### config.mk
export PLATFORM = sky130hd
export DESIGN_NAME = bcd_rtc_core
export DESIGN_NICKNAME = d
export VERILOG_FILES = /design/src/rtl/rtc_pkg.sv /design/src/rtl/rtc_update_hs.sv /design/src/rtl/rtc_tod_counter.sv /design/src/rtl/rtc_cal_counter.sv /design/src/rtl/bcd_rtc_core.sv
export SDC_FILE = /design/constraint.sdc
export NUM_CORES = 1
export LEC_CHECK = 0
export BUFFER_PORTS_ARGS = -buffer_cell sky130_fd_sc_hd__buf_2
export CAP_MARGIN = 20
export CORE_MARGIN = 1.5
export CORE_UTILIZATION = 25
export CTS_CLUSTER_SIZE = 30
export DETAILED_ROUTE_END_ITERATION = 16
export PLACE_DENSITY = 0.45
export SYNTH_ARGS = -nofsm -noshare
export SYNTH_HDL_FRONTEND = slang
export SYNTH_HIERARCHICAL = 1
export SYNTH_SLANG_ARGS = --single-unit
### constraint.sdc
create_clock -name clk -period 7.7 [get_ports clk]
set_input_delay 1.155 -clock clk [delete_from_list [all_inputs] [get_ports clk]]
set_output_delay 1.155 -clock clk [all_outputs]
set_load 0.02 [all_outputs]
### src/rtl/rtc_pkg.sv
package rtc_pkg;

  localparam logic [7:0] OFS_CTRL  = 8'h00;
  localparam logic [7:0] OFS_MODE  = 8'h04;
  localparam logic [7:0] OFS_TOD   = 8'h08;
  localparam logic [7:0] OFS_CAL   = 8'h0C;
  localparam logic [7:0] OFS_STAT  = 8'h18;
  localparam logic [7:0] OFS_SCLR  = 8'h1C;
  localparam logic [7:0] OFS_VALID = 8'h2C;

  typedef struct packed {
    logic [7:0] hr;
    logic [7:0] mn;
    logic [7:0] sc;
  } tod_t;

  typedef struct packed {
    logic [7:0] cent;
    logic [7:0] yr;
    logic [7:0] mon;
    logic [7:0] dt;
    logic [2:0] wd;
  } cal_t;

  localparam cal_t CAL_RESET = '{cent: 8'h19, yr: 8'h00, mon: 8'h01, dt: 8'h01, wd: 3'd1};

  function automatic logic digits_ok(input logic [7:0] v);
    return (v[7:4] <= 4'd9) && (v[3:0] <= 4'd9);
  endfunction

  function automatic logic [7:0] bcd_inc(input logic [7:0] v);
    if (v[3:0] >= 4'd9) return {v[7:4] + 4'd1, 4'd0};
    return {v[7:4], v[3:0] + 4'd1};
  endfunction

  // binary year mod 4 equals (2*tens + ones) mod 4
  function automatic logic leap_year(input logic [7:0] cent, input logic [7:0] yr);
    logic [5:0] s;
    s = {1'b0, yr[7:4], 1'b0} + {2'b00, yr[3:0]};
    return (s[1:0] == 2'b00) && !(cent == 8'h19 && yr == 8'h00);
  endfunction

  function automatic logic [7:0] month_len(input logic [7:0] mon, input logic leap);
    case (mon)
      8'h02:                      return leap ? 8'h29 : 8'h28;
      8'h04, 8'h06, 8'h09, 8'h11: return 8'h30;
      default:                    return 8'h31;
    endcase
  endfunction

  function automatic logic time_ok(input tod_t t);
    return digits_ok(t.sc) && digits_ok(t.mn) && digits_ok(t.hr) &&
           (t.sc <= 8'h59) && (t.mn <= 8'h59) && (t.hr <= 8'h23);
  endfunction

  function automatic logic cal_ok(input cal_t c);
    logic dig;
    dig = digits_ok(c.cent) && digits_ok(c.yr) && digits_ok(c.mon) && digits_ok(c.dt);
    return dig && (c.cent == 8'h19 || c.cent == 8'h20) &&
           (c.mon >= 8'h01) && (c.mon <= 8'h12) && (c.wd != 3'd0) &&
           (c.dt >= 8'h01) && (c.dt <= month_len(c.mon, leap_year(c.cent, c.yr)));
  endfunction

  function automatic tod_t unpack_tod(input logic [31:0] w);
    return '{hr: {2'b00, w[21:16]}, mn: {1'b0, w[14:8]}, sc: {1'b0, w[6:0]}};
  endfunction

  function automatic logic [31:0] pack_tod(input tod_t t);
    return {10'b0, t.hr[5:0], 1'b0, t.mn[6:0], 1'b0, t.sc[6:0]};
  endfunction

  function automatic cal_t unpack_cal(input logic [31:0] w);
    return '{cent: {1'b0, w[6:0]}, yr: w[15:8], mon: {3'b000, w[20:16]},
             dt: {2'b00, w[29:24]}, wd: w[23:21]};
  endfunction

  function automatic logic [31:0] pack_cal(input cal_t c);
    return {2'b00, c.dt[5:0], c.wd, c.mon[4:0], c.yr, 1'b0, c.cent[6:0]};
  endfunction

endpackage

### src/rtl/rtc_update_hs.sv
module rtc_update_hs (
  input  logic       clk,
  input  logic       rst_n,
  input  logic       tick,
  input  logic       ctrl_we,
  input  logic [1:0] ctrl_d,
  input  logic       clr_we,
  input  logic [2:0] clr_d,
  output logic [1:0] req,
  output logic       hold,
  output logic       ack,
  output logic       sec_flag,
  output logic       freeze_evt
);
  logic hold_q;
  logic any_req;

  assign any_req    = |req;
  assign hold       = hold_q & any_req;
  assign freeze_evt = tick & any_req & ~hold_q;

  always_ff @(posedge clk) begin
    if (!rst_n) begin
      req      <= 2'b00;
      hold_q   <= 1'b0;
      ack      <= 1'b0;
      sec_flag <= 1'b0;
    end else begin
      if (ctrl_we) req <= ctrl_d;
      hold_q   <= any_req & (hold_q | tick);
      ack      <= freeze_evt | (ack & ~(clr_we & clr_d[0]));
      sec_flag <= tick | (sec_flag & ~(clr_we & clr_d[2]));
    end
  end


  ack_on_tick_chk: assert property (@(posedge clk) disable iff (!rst_n)
    $rose(ack) |-> $past(tick));

  sec_flag_set_chk: assert property (@(posedge clk) disable iff (!rst_n)
    tick |=> sec_flag);
endmodule

### src/rtl/rtc_tod_counter.sv
module rtc_tod_counter
  import rtc_pkg::*;
(
  input  logic clk,
  input  logic rst_n,
  input  logic step,
  input  logic load,
  input  tod_t load_val,
  output tod_t tod,
  output logic day_wrap
);
  tod_t tod_q;
  logic sc_end, mn_end, hr_end;

  assign sc_end   = (tod_q.sc == 8'h59);
  assign mn_end   = (tod_q.mn == 8'h59);
  assign hr_end   = (tod_q.hr == 8'h23);
  assign day_wrap = step & sc_end & mn_end & hr_end;
  assign tod      = tod_q;

  always_ff @(posedge clk) begin
    if (!rst_n) begin
      tod_q <= '0;
    end else if (load) begin
      tod_q <= load_val;
    end else if (step) begin
      tod_q.sc <= sc_end ? 8'h00 : bcd_inc(tod_q.sc);
      if (sc_end) begin
        tod_q.mn <= mn_end ? 8'h00 : bcd_inc(tod_q.mn);
        if (mn_end) tod_q.hr <= hr_end ? 8'h00 : bcd_inc(tod_q.hr);
      end
    end
  end


  tod_legal_chk: assert property (@(posedge clk) disable iff (!rst_n)
    time_ok(tod_q));

  tod_idle_chk: assert property (@(posedge clk) disable iff (!rst_n)
    (!step && !load) |=> $stable(tod_q));
endmodule

### src/rtl/rtc_cal_counter.sv
module rtc_cal_counter
  import rtc_pkg::*;
(
  input  logic clk,
  input  logic rst_n,
  input  logic step,
  input  logic load,
  input  cal_t load_val,
  output cal_t cal
);
  cal_t cal_q;
  logic dt_end, mon_end, yr_end;

  assign dt_end  = (cal_q.dt == month_len(cal_q.mon, leap_year(cal_q.cent, cal_q.yr)));
  assign mon_end = (cal_q.mon == 8'h12);
  assign yr_end  = (cal_q.yr == 8'h99);
  assign cal     = cal_q;

  always_ff @(posedge clk) begin
    if (!rst_n) begin
      cal_q <= CAL_RESET;
    end else if (load) begin
      cal_q <= load_val;
    end else if (step) begin
      cal_q.wd <= (cal_q.wd == 3'd7) ? 3'd1 : cal_q.wd + 3'd1;
      if (!dt_end) begin
        cal_q.dt <= bcd_inc(cal_q.dt);
      end else begin
        cal_q.dt <= 8'h01;
        if (!mon_end) begin
          cal_q.mon <= bcd_inc(cal_q.mon);
        end else begin
          cal_q.mon <= 8'h01;
          if (!yr_end) begin
            cal_q.yr <= bcd_inc(cal_q.yr);
          end else begin
            cal_q.yr   <= 8'h00;
            cal_q.cent <= (cal_q.cent == 8'h20) ? 8'h19 : bcd_inc(cal_q.cent);
          end
        end
      end
    end
  end


  cal_legal_chk: assert property (@(posedge clk) disable iff (!rst_n)
    cal_ok(cal_q));

  cal_idle_chk: assert property (@(posedge clk) disable iff (!rst_n)
    (!step && !load) |=> $stable(cal_q));
endmodule

### src/rtl/bcd_rtc_core.sv
module bcd_rtc_core
  import rtc_pkg::*;
#(
  parameter int ADDR_W = 8
) (
  input  logic              clk,
  input  logic              rst_n,
  input  logic              tick_1hz,
  input  logic [ADDR_W-1:0] bus_addr,
  input  logic              bus_we,
  input  logic [31:0]       bus_wdata,
  output logic [31:0]       bus_rdata
);
  localparam logic [ADDR_W-1:0] A_CTRL  = ADDR_W'(OFS_CTRL);
  localparam logic [ADDR_W-1:0] A_MODE  = ADDR_W'(OFS_MODE);
  localparam logic [ADDR_W-1:0] A_TOD   = ADDR_W'(OFS_TOD);
  localparam logic [ADDR_W-1:0] A_CAL   = ADDR_W'(OFS_CAL);
  localparam logic [ADDR_W-1:0] A_STAT  = ADDR_W'(OFS_STAT);
  localparam logic [ADDR_W-1:0] A_SCLR  = ADDR_W'(OFS_SCLR);
  localparam logic [ADDR_W-1:0] A_VALID = ADDR_W'(OFS_VALID);

  logic [1:0] req;
  logic       hold, ack, sec_flag, freeze_evt;
  logic       wr_ctrl, wr_tod, wr_cal, wr_sclr;
  logic       tod_wr_ok, cal_wr_ok, tod_in_ok, cal_in_ok;
  logic       tod_load, cal_load, step, day_wrap;
  logic       bad_tod, bad_cal;
  tod_t       tod, tod_in;
  cal_t       cal, cal_in;

  assign wr_ctrl = bus_we && (bus_addr == A_CTRL);
  assign wr_tod  = bus_we && (bus_addr == A_TOD);
  assign wr_cal  = bus_we && (bus_addr == A_CAL);
  assign wr_sclr = bus_we && (bus_addr == A_SCLR);

  assign tod_in    = unpack_tod(bus_wdata);
  assign cal_in    = unpack_cal(bus_wdata);
  assign tod_in_ok = time_ok(tod_in);
  assign cal_in_ok = cal_ok(cal_in);
  assign tod_wr_ok = wr_tod & hold & req[0];
  assign cal_wr_ok = wr_cal & hold & req[1];
  assign tod_load  = tod_wr_ok & tod_in_ok;
  assign cal_load  = cal_wr_ok & cal_in_ok;
  assign step      = tick_1hz & ~hold;

  rtc_update_hs u_hs (
    .clk(clk), .rst_n(rst_n), .tick(tick_1hz),
    .ctrl_we(wr_ctrl), .ctrl_d(bus_wdata[1:0]),
    .clr_we(wr_sclr), .clr_d(bus_wdata[2:0]),
    .req(req), .hold(hold), .ack(ack), .sec_flag(sec_flag), .freeze_evt(freeze_evt)
  );

  rtc_tod_counter u_tod (
    .clk(clk), .rst_n(rst_n), .step(step), .load(tod_load),
    .load_val(tod_in), .tod(tod), .day_wrap(day_wrap)
  );

  rtc_cal_counter u_cal (
    .clk(clk), .rst_n(rst_n), .step(day_wrap), .load(cal_load),
    .load_val(cal_in), .cal(cal)
  );

  always_ff @(posedge clk) begin
    if (!rst_n) begin
      bad_tod <= 1'b0;
      bad_cal <= 1'b0;
    end else begin
      if (tod_wr_ok) bad_tod <= ~tod_in_ok;
      if (cal_wr_ok) bad_cal <= ~cal_in_ok;
    end
  end

  always_comb begin
    case (bus_addr)
      A_CTRL:  bus_rdata = {30'b0, req};
      A_MODE:  bus_rdata = 32'b0;
      A_TOD:   bus_rdata = pack_tod(tod);
      A_CAL:   bus_rdata = pack_cal(cal);
      A_STAT:  bus_rdata = {29'b0, sec_flag, 1'b0, ack};
      A_VALID: bus_rdata = {30'b0, bad_cal, bad_tod};
      default: bus_rdata = 32'b0;
    endcase
  end


  hold_freeze_chk: assert property (@(posedge clk) disable iff (!rst_n)
    (hold && !tod_load) |=> $stable(tod));

  tod_ignore_chk: assert property (@(posedge clk) disable iff (!rst_n)
    (wr_tod && !(hold && req[0]) && !step) |=> $stable(tod));

  ack_follows_freeze_chk: assert property (@(posedge clk) disable iff (!rst_n)
    freeze_evt |=> ack);
endmodule

==> results_dict.tcl <==
set metrics [dict create \
    insertion_delay_ps 350 \
    synth_top_cell_by_area "dfxtp_1" \
    wl_mm 19.1 \
    leakagePower_nw 2.59 \
    ios 76 \
    numCtsBuffers 9 \
    gp_routability_congestion 0.806 \
    syn_avg_cell_area_um2 7.90 \
    place_hpwl_mm 13.9 \
    worst_pin_slew_ps 929 \
    final-hold-violation-count 0 \
    crit_chain "buf_2, nor4_1, nand2_1, o32ai_1, ha_1, nor3b_1, o21ai_0, a311oi_1, and2_1, inv_1, buf_4, nand2_1, nand4_1, a21o_1, or3_1, a31oi_1" \
    rsz0062_at_grt "no" \
    synth_warnings 6 \
    grt_overflow 0 \
    max_stage_delay_ps 430 \
    fmax_mhz 211 \
    ys_types 89 \
    drtIter0Drc 364 \
    worstPathRequired_ps 7970 \
    ys.flop_type "dfxtp_1" \
    maxCapViolCount 0 \
    peakVddDrop_uv 101 \
    portBuffers 69 \
    maxSlewHeadroom_pct 37.6 \
    drv_slew 0 \
    fillCellCount 2333 \
    status "finished clean" \
    crit_buf_inv 3 \
    power_frac_seq_pct 40.6 \
    grt_pass1_vias 5232 \
    first_pass_iters 5 \
    cp-start-kind "input port" \
    final_area_mm2 0.00642 \
    layout-drive-gt1-share_pct 14.6 \
    postCtsHoldBufs 0 \
    skew_ps 8.56 \
    crit_slowest_cell "a311oi_1" \
    wire_per_inst_um 18.2 \
    p_per_area_mw_per_mm2 133 \
    crit_family "simple AND/OR/NAND/NOR gates" \
    endpoint_kind "register" \
    syn_to_final_growth_pct 17.1 \
    ant_nets 0 \
    post-route-min-period_ps 4740 \
    h-tree-depth 3 \
    globalRoute.busiestLayer "met2" \
    die_w_um 151 \
    met1_usage_pct 23.0 \
    setup_tns_ps 0 \
    postCtsSetupBuffers 0 \
    clock_power_share_pct 51.2 \
    setup_viol 0 \
    fin_crit_sh_pct 61.5 \
    cts_max_path_buffers 2 \
    cp_max_fo 33 \
    cpMostUsedCell "nand2_1" \
    root_buffer "clkbuf_16" \
    core.rowCount 54 \
    avgViaCountPerCell 5.27 \
    crit_type "input port to register" \
    grt_pass1_wl_mm 29.8 \
    core-area_mm2 0.0217 \
    netlist_instances 695 \
    comb_power_share_pct 8.2 \
    final_nets 851 \
    power.internal_mw 0.636 \
    switching_share_pct 25.8 \
    cts_resized 0 \
    grt_max_degree 57 \
    clk_pin_slew_ps 50 \
    netlist_area_mm2 0.00549 \
    yosys-top-cells-area "dfxtp_1 (24%), ha_1 (10%), o21ai_0 (4.3%)" \
    power_switching_mw 0.221 \
    met2_usage_pct 27.5 \
    clock_sinks 66 \
    postPlaceCellArea_mm2 0.00612 \
    cp_data_arrival_time_ps 5010 \
    grtUsageMet3_pct 2.89 \
    grt.total_usage_pct 17.1 \
    ys_ff_latch 66 \
    cts_tree "done" \
    die_y_um 151 \
    yosysSeqAreaShare_pct 24.1 \
    synth_edf_count 0 \
    antenna_cells 0 \
    dieArea_mm2 0.0228 \
    yosysTopAreaCellShare_pct 24.1 \
    vias 5521 \
    hold_path.class "register to register" \
    synth-async-reset-ratio_pct 0 \
    antenna_found_initial 0 \
    start_util_pct 25.3 \
    drc 0 \
]
[path summary, 6_finish.rpt]
| check | start | endpoint | slack [ps] | depth (start not counted) |
|---|---|---|---|---|
| worst max register to register | u_hs/req[0] | u_cal/cal[29] | 3760 | 14 |
| worst max-delay path | bus_wdata[16] | u_cal/cal[32] | 2960 | 16 |
| worst min-delay path | bad_cal | bad_cal | 470 | 2 |
| worst min register to register | bad_cal | bad_cal | 470 | 2 |
[layer usage]
layer / part of all wire [%] / routed length [µm] / vias to the layer above
met5: 0 / 0 / -
met3: 3.8 / 732 / 29
li1: - / - / 2747
met2: 47 / 8870 / 130
met4: 2.4 / 455 / 0
met1: 47 / 9010 / 2615
[power by group through the flow]
stage / clock network (mW) / registers [mW] / logic, mW
after global placement: 0 / 0.356 / 0.0702
final: 0.439 / 0.348 / 0.0701
after detailed placement: 0 / 0.356 / 0.0702
after floorplan: 0 / 0.354 / 0.0348
after CTS: 0.449 / 0.348 / 0.0706
after global routing: 0.460 / 0.348 / 0.0788
[layout by cell type, fill, tap and decap left out, drive strengths merged, types with 8 or more instances in the layout]
cell and count:
buf 76, dfxtp 66, nand2 56, o21ai 52, nor2 49, ha 45
inv 40, a21oi 40, nand3 27, nor3 24, a22o 20, mux2i 18
and3 16, a31oi 15, conb 15, o211ai 12, clkbuf 12, nand4 10
nor4 10, and2 9, o31a 8, a211oi 8, nor4b 8
[cell families after synthesis]
family | share of synthesized area (%)
and+or+nand+nor | 27.1
AOI/OAI and AO/OA | 28.0
buffers and inverters | 6.09
DFF | 24.1
adders and majority gates | 10.3
muxes | 3.28
xor gates and xnor gates | 1.12
other | 0.0683
[stage by stage]
stage | setup WS (ps) | utilization (%) | cells | hold slack [ps] | power, mW
6_report | 2960 | 29.6 | 1047 | 468 | 0.857
4_1_cts | 2910 | 29.6 | 1047 | 476 | 0.868
3_5_place_dp | 2550 | 28.2 | 1031 | 468 | 0.426
2_1_floorplan | 3780 | - | 709 | 437 | 0.389
5_1_grt | 2540 | 29.6 | 1047 | 502 | 0.887
3_3_place_gp | 2540 | 28.2 | 1031 | 470 | 0.426
[worst min-delay path, cell delays in order (launching register included)]
cell	delay [ps]
dfxtp_1	310
inv_1	50
a221oi_1	60
[synthesized netlist by cell type (6+ instances only)]
cell and number:
nand4_1 10, dfxtp_1 66, nor4_1 9, nand2b_1 7
o211ai_1 11, buf_4 8, nor2_1 49, ha_1 45
a22o_1 20, or3_1 6, nor2b_1 6, a211oi_1 7
nand3_1 27, and3_1 15, nor3_1 24, nand3b_1 6
a21oi_1 40, o21ai_0 47, o31a_1 8, nand2_1 55
a31oi_1 15, mux2i_1 18, nor4b_1 6, o31ai_1 7
clkbuf_1 18, inv_1 40, and2_1 8
[flip-flops by register name (all words and copies together) (netlist names)]
| name | cells |
|---|---|
| u_cal/cal | 35 |
| u_tod/tod | 24 |
| u_hs/req | 2 |
| bad_cal | 1 |
| bad_tod | 1 |
| u_hs/ack | 1 |
| u_hs/hold_q | 1 |
| u_hs/sec_flag | 1 |
[final cells by class]
type	count	area, µm²	share of cell area (%)
multi-input cells	567	3890	60.6
repair buffers	76	398	6.19
clock inverters	4	50.0	0.779
well taps	280	350	5.45
clock buffers	12	256	3.99
inverters	42	158	2.45
flip-flops and latches	66	1320	20.6
Power figures use the tool's default switching activity.
